## config.mk

```make
export PLATFORM = sky130hd
export DESIGN_NAME = coh_line_ctrl
export DESIGN_NICKNAME = d
export VERILOG_FILES = /design/src/rtl/coh_pkg.sv /design/src/rtl/coh_xition.sv /design/src/rtl/coh_state_store.sv /design/src/rtl/coh_req_seq.sv /design/src/rtl/coh_line_ctrl.sv
export SDC_FILE = /design/constraint.sdc
export NUM_CORES = 1
export LEC_CHECK = 0
export BUFFER_PORTS_ARGS = -buffer_cell sky130_fd_sc_hd__buf_4
export CORE_MARGIN = 1.5
export CORE_UTILIZATION = 37
export CTS_BUF_LIST = sky130_fd_sc_hd__clkbuf_16
export DETAILED_ROUTE_END_ITERATION = 7
export GPL_TIMING_DRIVEN = 0
export HOLD_SLACK_MARGIN = 0.05
export PLACE_DENSITY_LB_ADDON = 0.12
export SLEW_MARGIN = 20
export SYNTH_ARGS = -nofsm -noshare
export SYNTH_HDL_FRONTEND = slang
export SYNTH_SLANG_ARGS = --single-unit
```

## constraint.sdc

```tcl
create_clock -name clk -period 3.5 [get_ports clk]
set_clock_uncertainty 0.15 [all_clocks]
set_input_delay 0.175 -clock clk [delete_from_list [all_inputs] [get_ports clk]]
set_output_delay 0.175 -clock clk [all_outputs]
set_load 0.05 [all_outputs]
```

## src/rtl/coh_pkg.sv

```systemverilog
package coh_pkg;

  typedef enum logic [2:0] {
    ST_INV = 3'd0,
    ST_CEX = 3'd1,
    ST_OEX = 3'd2,
    ST_CSH = 3'd3,
    ST_OSH = 3'd4,
    ST_COS = 3'd5
  } line_st_e;

  typedef enum logic [1:0] {
    CPU_RD    = 2'd0,
    CPU_WR    = 2'd1,
    CPU_EVICT = 2'd2,
    CPU_FINC  = 2'd3
  } cpu_op_e;

  typedef enum logic [2:0] {
    BOP_NONE  = 3'd0,
    BOP_RD    = 3'd1,
    BOP_RDINV = 3'd2,
    BOP_INV   = 3'd3,
    BOP_WB    = 3'd4,
    BOP_WRINV = 3'd5
  } bus_op_e;

  typedef struct packed {
    line_st_e nxt;
    bus_op_e  op;
    logic     supply;
    logic     err;
  } xition_t;

endpackage

```

## src/rtl/coh_xition.sv

```systemverilog
// Combinational transition function for one line.
module coh_xition
  import coh_pkg::*;
#(
  parameter bit HAS_COS     = 1'b1,
  parameter bit CE_SUPPLIES = 1'b0
)(
  input  line_st_e cur,
  input  logic     is_snoop,
  input  cpu_op_e  cop,
  input  bus_op_e  sop,
  input  logic     shared,
  output xition_t  res
);

  // Intervention from clean-exclusive on a snooped read
  localparam bit CE_GIVES = HAS_COS | CE_SUPPLIES;

  always_comb begin
    res.nxt    = cur;
    res.op     = BOP_NONE;
    res.supply = 1'b0;
    res.err    = 1'b0;
    if (!is_snoop) begin
      unique case (cop)
        CPU_RD: begin
          if (cur == ST_INV) begin
            res.op  = BOP_RD;
            res.nxt = shared ? ST_CSH : ST_CEX;
          end
        end
        CPU_WR, CPU_FINC: begin
          res.nxt = ST_OEX;
          case (cur)
            ST_INV:         res.op = BOP_RDINV;
            ST_CEX, ST_OEX: res.op = BOP_NONE;
            default:        res.op = (cop == CPU_FINC) ? BOP_RDINV : BOP_INV;
          endcase
        end
        CPU_EVICT: begin
          res.nxt = ST_INV;
          if (cur == ST_OEX || cur == ST_OSH) res.op = BOP_WB;
        end
        default: res.nxt = cur;
      endcase
    end else if (sop == BOP_WRINV) begin
      res.nxt = ST_INV;
    end else begin
      case (cur)
        ST_CEX: begin
          case (sop)
            BOP_RD: begin
              res.nxt    = HAS_COS ? ST_COS : ST_CSH;
              res.supply = CE_GIVES;
            end
            BOP_RDINV: begin
              res.nxt    = ST_INV;
              res.supply = CE_GIVES;
            end
            BOP_INV, BOP_WB: res.err = 1'b1;
            default: res.nxt = cur;
          endcase
        end
        ST_OEX: begin
          case (sop)
            BOP_RD: begin
              res.nxt    = ST_OSH;
              res.supply = 1'b1;
            end
            BOP_RDINV: begin
              res.nxt    = ST_INV;
              res.supply = 1'b1;
            end
            BOP_INV, BOP_WB: res.err = 1'b1;
            default: res.nxt = cur;
          endcase
        end
        ST_CSH: begin
          case (sop)
            BOP_RDINV, BOP_INV: res.nxt = ST_INV;
            default: res.nxt = cur;
          endcase
        end
        ST_OSH, ST_COS: begin
          case (sop)
            BOP_RD: res.supply = 1'b1;
            BOP_RDINV: begin
              res.nxt    = ST_INV;
              res.supply = 1'b1;
            end
            BOP_INV: res.nxt = ST_INV;
            BOP_WB:  res.err = (cur == ST_OSH);
            default: res.nxt = cur;
          endcase
        end
        default: res.nxt = cur;
      endcase
    end
  end

endmodule

```

## src/rtl/coh_state_store.sv

```systemverilog
// Per-line state registers with one read and one write port.
module coh_state_store
  import coh_pkg::*;
#(
  parameter int NUM_LINES = 4,
  localparam int IDXW = (NUM_LINES > 1) ? $clog2(NUM_LINES) : 1
)(
  input  logic            clk,
  input  logic            rst_n,
  input  logic [IDXW-1:0] rd_idx,
  output line_st_e        rd_st,
  input  logic            wr_en,
  input  logic [IDXW-1:0] wr_idx,
  input  line_st_e        wr_st
);

  line_st_e st_q [NUM_LINES];

  for (genvar g = 0; g < NUM_LINES; g++) begin : g_line
    always_ff @(posedge clk or negedge rst_n) begin
      if (!rst_n)                              st_q[g] <= ST_INV;
      else if (wr_en && wr_idx == IDXW'(g))    st_q[g] <= wr_st;
    end
  end

  always_comb begin
    if (int'(rd_idx) < NUM_LINES) rd_st = st_q[rd_idx];
    else                          rd_st = ST_INV;
  end

endmodule

```

## src/rtl/coh_req_seq.sv

```systemverilog
// Picks the request served each cycle and runs the locked second phase.
module coh_req_seq
  import coh_pkg::*;
#(
  parameter int IDXW = 2
)(
  input  logic            clk,
  input  logic            rst_n,
  input  logic            cpu_valid,
  input  cpu_op_e         cpu_op,
  input  logic [IDXW-1:0] cpu_line,
  input  logic            snp_valid,
  output logic            cpu_ready,
  output logic            take_snoop,
  output logic            take_cpu,
  output logic            wr_phase,
  output logic [IDXW-1:0] lock_line
);

  logic            busy_q;
  logic [IDXW-1:0] line_q;

  assign cpu_ready  = !busy_q && !snp_valid;
  assign take_snoop = snp_valid && !busy_q;
  assign take_cpu   = cpu_valid && cpu_ready;
  assign wr_phase   = busy_q;
  assign lock_line  = line_q;

  always_ff @(posedge clk or negedge rst_n) begin
    if (!rst_n) begin
      busy_q <= 1'b0;
      line_q <= '0;
    end else begin
      busy_q <= take_cpu && (cpu_op == CPU_FINC);
      if (take_cpu) line_q <= cpu_line;
    end
  end

endmodule

```

## src/rtl/coh_line_ctrl.sv

```systemverilog
module coh_line_ctrl
  import coh_pkg::*;
#(
  parameter int NUM_LINES   = 4,
  parameter bit HAS_COS     = 1'b1,
  parameter bit CE_SUPPLIES = 1'b0,
  localparam int IDXW = (NUM_LINES > 1) ? $clog2(NUM_LINES) : 1
)(
  input  logic            clk,
  input  logic            rst_n,
  input  logic            cpu_valid,
  output logic            cpu_ready,
  input  logic [1:0]      cpu_op,
  input  logic [IDXW-1:0] cpu_line,
  input  logic            shared_hit,
  input  logic            snp_valid,
  input  logic [2:0]      snp_op,
  input  logic [IDXW-1:0] snp_line,
  output logic            bus_req_valid,
  output logic [2:0]      bus_req_op,
  output logic            bus_lock,
  output logic            intervene,
  output logic            proto_err,
  output logic            upd_valid,
  output logic [2:0]      upd_state,
  output logic [IDXW-1:0] upd_line
);

  logic            take_snoop, take_cpu, wr_phase;
  logic [IDXW-1:0] lock_line, ev_line;
  line_st_e        cur_st;
  xition_t         xr;
  cpu_op_e         cop;
  bus_op_e         sop;

  logic            ev_valid, ev_sup, ev_err, ev_lock;
  bus_op_e         ev_op;
  line_st_e        ev_nxt;

  assign cop = cpu_op_e'(cpu_op);
  assign sop = bus_op_e'(snp_op);

  coh_req_seq #(.IDXW(IDXW)) u_seq (
    .clk        (clk),
    .rst_n      (rst_n),
    .cpu_valid  (cpu_valid),
    .cpu_op     (cop),
    .cpu_line   (cpu_line),
    .snp_valid  (snp_valid),
    .cpu_ready  (cpu_ready),
    .take_snoop (take_snoop),
    .take_cpu   (take_cpu),
    .wr_phase   (wr_phase),
    .lock_line  (lock_line)
  );

  always_comb begin
    if (wr_phase)        ev_line = lock_line;
    else if (take_snoop) ev_line = snp_line;
    else                 ev_line = cpu_line;
  end

  coh_state_store #(.NUM_LINES(NUM_LINES)) u_store (
    .clk    (clk),
    .rst_n  (rst_n),
    .rd_idx (ev_line),
    .rd_st  (cur_st),
    .wr_en  (ev_valid),
    .wr_idx (ev_line),
    .wr_st  (ev_nxt)
  );

  coh_xition #(.HAS_COS(HAS_COS), .CE_SUPPLIES(CE_SUPPLIES)) u_xition (
    .cur      (cur_st),
    .is_snoop (take_snoop),
    .cop      (cop),
    .sop      (sop),
    .shared   (shared_hit),
    .res      (xr)
  );

  always_comb begin
    ev_valid = 1'b0;
    ev_op    = BOP_NONE;
    ev_sup   = 1'b0;
    ev_err   = 1'b0;
    ev_lock  = 1'b0;
    ev_nxt   = cur_st;
    if (wr_phase) begin
      // Locked write half of fetch-and-increment; a snoop here is illegal
      ev_valid = 1'b1;
      ev_nxt   = ST_OEX;
      ev_lock  = 1'b1;
      ev_err   = snp_valid;
    end else if (take_snoop) begin
      ev_valid = (sop != BOP_NONE);
      ev_nxt   = xr.nxt;
      ev_sup   = xr.supply;
      ev_err   = xr.err;
    end else if (take_cpu) begin
      ev_valid = 1'b1;
      ev_op    = xr.op;
      ev_nxt   = xr.nxt;
      ev_lock  = (cop == CPU_FINC);
    end
  end

  always_ff @(posedge clk or negedge rst_n) begin
    if (!rst_n) begin
      bus_req_valid <= 1'b0;
      bus_req_op    <= 3'd0;
      bus_lock      <= 1'b0;
      intervene     <= 1'b0;
      proto_err     <= 1'b0;
      upd_valid     <= 1'b0;
      upd_state     <= 3'd0;
      upd_line      <= '0;
    end else begin
      bus_req_valid <= ev_valid && (ev_op != BOP_NONE);
      bus_req_op    <= ev_valid ? ev_op : BOP_NONE;
      bus_lock      <= ev_valid && ev_lock;
      intervene     <= ev_valid && ev_sup;
      proto_err     <= ev_valid && ev_err;
      upd_valid     <= ev_valid;
      upd_state     <= ev_valid ? ev_nxt : ST_INV;
      upd_line      <= ev_valid ? ev_line : '0;
    end
  end

endmodule

```

==> qor.csv <==
metric;value;unit
worst_setup_path_end_kind;register;
synth_top_family_by_area;multiplexers;
synth_compound_area_share;10.22;%
antennaDiodeCount;0;
grt_overflow;0;
status;finished clean;
rsz0062_at_grt;no;
fp-row-count;23;
p_leak;0.9298;nW
ys_seq_elements;28;
dp_cells;231;
dr.max_layer_used;met4;
synth.area.mux_share;25.15;%
antenna_left;0;
cts_num_sinks;28;
synth_enable_flop_cells;0;
route.detailed.drc;0;
final_cells;240;
port_buffers;27;
critPathRequiredTime;3550;ps
ios;28;
vias;1312;
r2r-start;u_seq.wr_phase;
hold_path.class;in -> reg;
path_cells;dlygate4sd3_1 -> buf_4 -> mux2_2 -> mux2i_1 -> buf_2 -> mux4_2 -> o21ai_0 -> a31oi_1 -> o21ai_0 -> mux2_2;
fp.dieH;69.10;um
slew_headroom;57.66;%
min_period_over_period;92.10;%
grt_pass1_vias;1293;
path_class;in -> reg;
ir_worst_vdd;279.3;uV
start_kind;input port;
hp-start;snp_op[2];
drv_slew;0;
initial_core_util;39.56;%
viasPerCell;5.467;
cts_tree;yes;
dp_hpwl;2904;um
drt_iter0_markers;74;
critPathSlowestCell;mux4_2;
rrSetupSlack;370;ps
holdPathEnd;intervene;
cap_violations;0;
synth_top_area_share;43.34;%
synth_cells;154;
fmax;310.2;MHz
die_x;69.10;um
cts_max_path_buffers;2;
synth_xor_area_share;1.625;%
tns;0;ps
power_density;666.0;nW/um^2
cp_max_fo;10;
r2r-end;u_store.st_q[9];
nets;205;
finalCriticalPeriod;3224;ps
antenna_found_initial;0;
worstHoldPathCells;4;
synthAdderAreaFrac;0;%
area_delta_synth_final;26.86;%
met2_length;1788;um
synth_cell_types;36;
grt_start_max_net_pins;29;
gp_congestion;0.8194;
ctsRootBufferMaster;clkbuf_16;
tightest_slew;630.2;ps
cp_slowest_stage_delay;640;ps
synth_area_leaders;dfrtp_1, mux2_2, mux2i_1;
seq_area_frac_synth;43.34;%
synth_commonest_cells;dfrtp_1, mux2_2, nand2_1, mux2i_1, o21ai_0;
wl_met1;1724;um
yosysMostFrequentCell;dfrtp_1;
cts-buffers-inserted;3;
hold_viol;0;
synthFlopType;dfrtp_1;
hold_slack;108.9;ps
syn-num-nets;168;
wl_per_cell;15.58;um
grt_first_pass_wirelength;6410;um
die_area;4775;sq um
yosys.area.top_type;dfrtp_1;
drive_above_1_share;30.00;%
insertion_delay;270;ps
coreArea;4086;sq um
ys.warnings.count;0;
netlist_area;1617;sq um
synth-simple-area-share;16.80;%
htree_levels;1;
finalSetupViolCount;0;
syn_avg_cell_area;10.50;sq um
async_reset_ff_share;100.0;%
rr_worst_depth;8;
gr-usage-all-layers;16.71;%
first_pass_iters;4;
critical_path_arrival;3280;ps
wl_met3;190;um
clk_pin_slew_worst_paths;70;ps
wl;3739;um
==> worst max-delay path, delay by kind of cell <==
family | cells | cell delay [ps]
multiplexers | 4 | 1360
buffers and inverters | 3 | 990
AO/OA/AOI/OAI | 3 | 760
==> repair_timing <==
item,CTS,global route
gates resized for setup,0,2
endpoints found under the setup margin,0,4
hold buffers,5,0
endpoints found under the hold margin,32,0
setup buffers,0,0
==> cell type report <==
type	instances	area (sq um)
fillers	393	2036
repair buffers	32	252.7
well taps	50	62.56
multi-input cells	114	883.3
plain buffers	6	23.77
clock inverters	1	30.03
inverters	6	22.52
clock buffers	3	75.07
flip-flops and latches	28	700.7
==> stage by stage <==
stage | total power, mW | instance area (sq um) | utilization, % | setup WS (ps)
after CTS | 1.371 | 2037 | 49.85 | 105.4
after detailed placement | 1.021 | 1882 | 46.05 | 256.1
final | 1.366 | 2051 | 50.18 | 276.5
after floorplan | 0.8594 | 1617 | - | 823.5
after global routing | 1.454 | 2051 | 50.18 | 80.35
after global placement | 1.003 | 1882 | 46.05 | 306.5
==> flip-flops by register name (all words and copies together), names as in the netlist <==
| signal | count |
|---|---|
| bus_lock | 1 |
| bus_req_valid | 1 |
| u_seq.wr_phase | 1 |
| upd_state | 3 |
| upd_line | 2 |
| bus_req_op | 3 |
| u_seq.lock_line | 2 |
| proto_err | 1 |
| intervene | 1 |
| upd_valid | 1 |
| u_store.st_q | 12 |
==> kinds of logic after synthesis <==
family,after synthesis
xor gates and xnor gates,3
DFF,28
muxes,33
buffers and inverters,12
AOI/OAI and AO/OA,25
and+or+nand+nor,53
==> power breakdown <==
group	internal (mW)	switching, mW	leakage (nW)
sequential	0.406	0.0495	0.366
combinational	0.238	0.329	0.513
clock	0.228	0.115	0.0511
total	0.872	0.494	0.930
==> layer usage <==
metal	GRT usage, %	vias up
met5	0	-
li1	-	625
met4	4.357	0
met3	3.070	5
met2	26.07	40
met1	23.95	642
==> worst max-delay path by stage <==
stage / endpoint / slack [ps] / start / depth (start not counted)
after floorplan: u_store.st_q[1] / 820 / snp_valid / 7
after CTS: u_store.st_q[4] / 110 / cpu_line[1] / 9
after global placement: u_store.st_q[1] / 310 / u_seq.wr_phase / 7
after detailed placement: u_store.st_q[7] / 260 / u_seq.wr_phase / 7
final: u_store.st_q[9] / 280 / cpu_line[0] / 10
after global routing: u_store.st_q[9] / 80 / cpu_line[0] / 10
==> cell usage in the layout, fill, tap and decap left out, drive strengths merged, types with 2 or more instances in the layout <==
cell type     n
a211oi        2
a21oi         5
a311o         2
a31oi         2
and2          5
and3          2
buf          28
clkbuf        8
dfrtp        28
dlygate4sd3   5
inv           6
mux2         18
mux2i        11
mux4          4
nand2        17
nand3         3
nand3b        2
nor2          7
nor2b         6
nor3          3
o21ai         8
or2           2
or3           2
xnor2         2
Note: power is estimated with default switching activity, not from simulation.
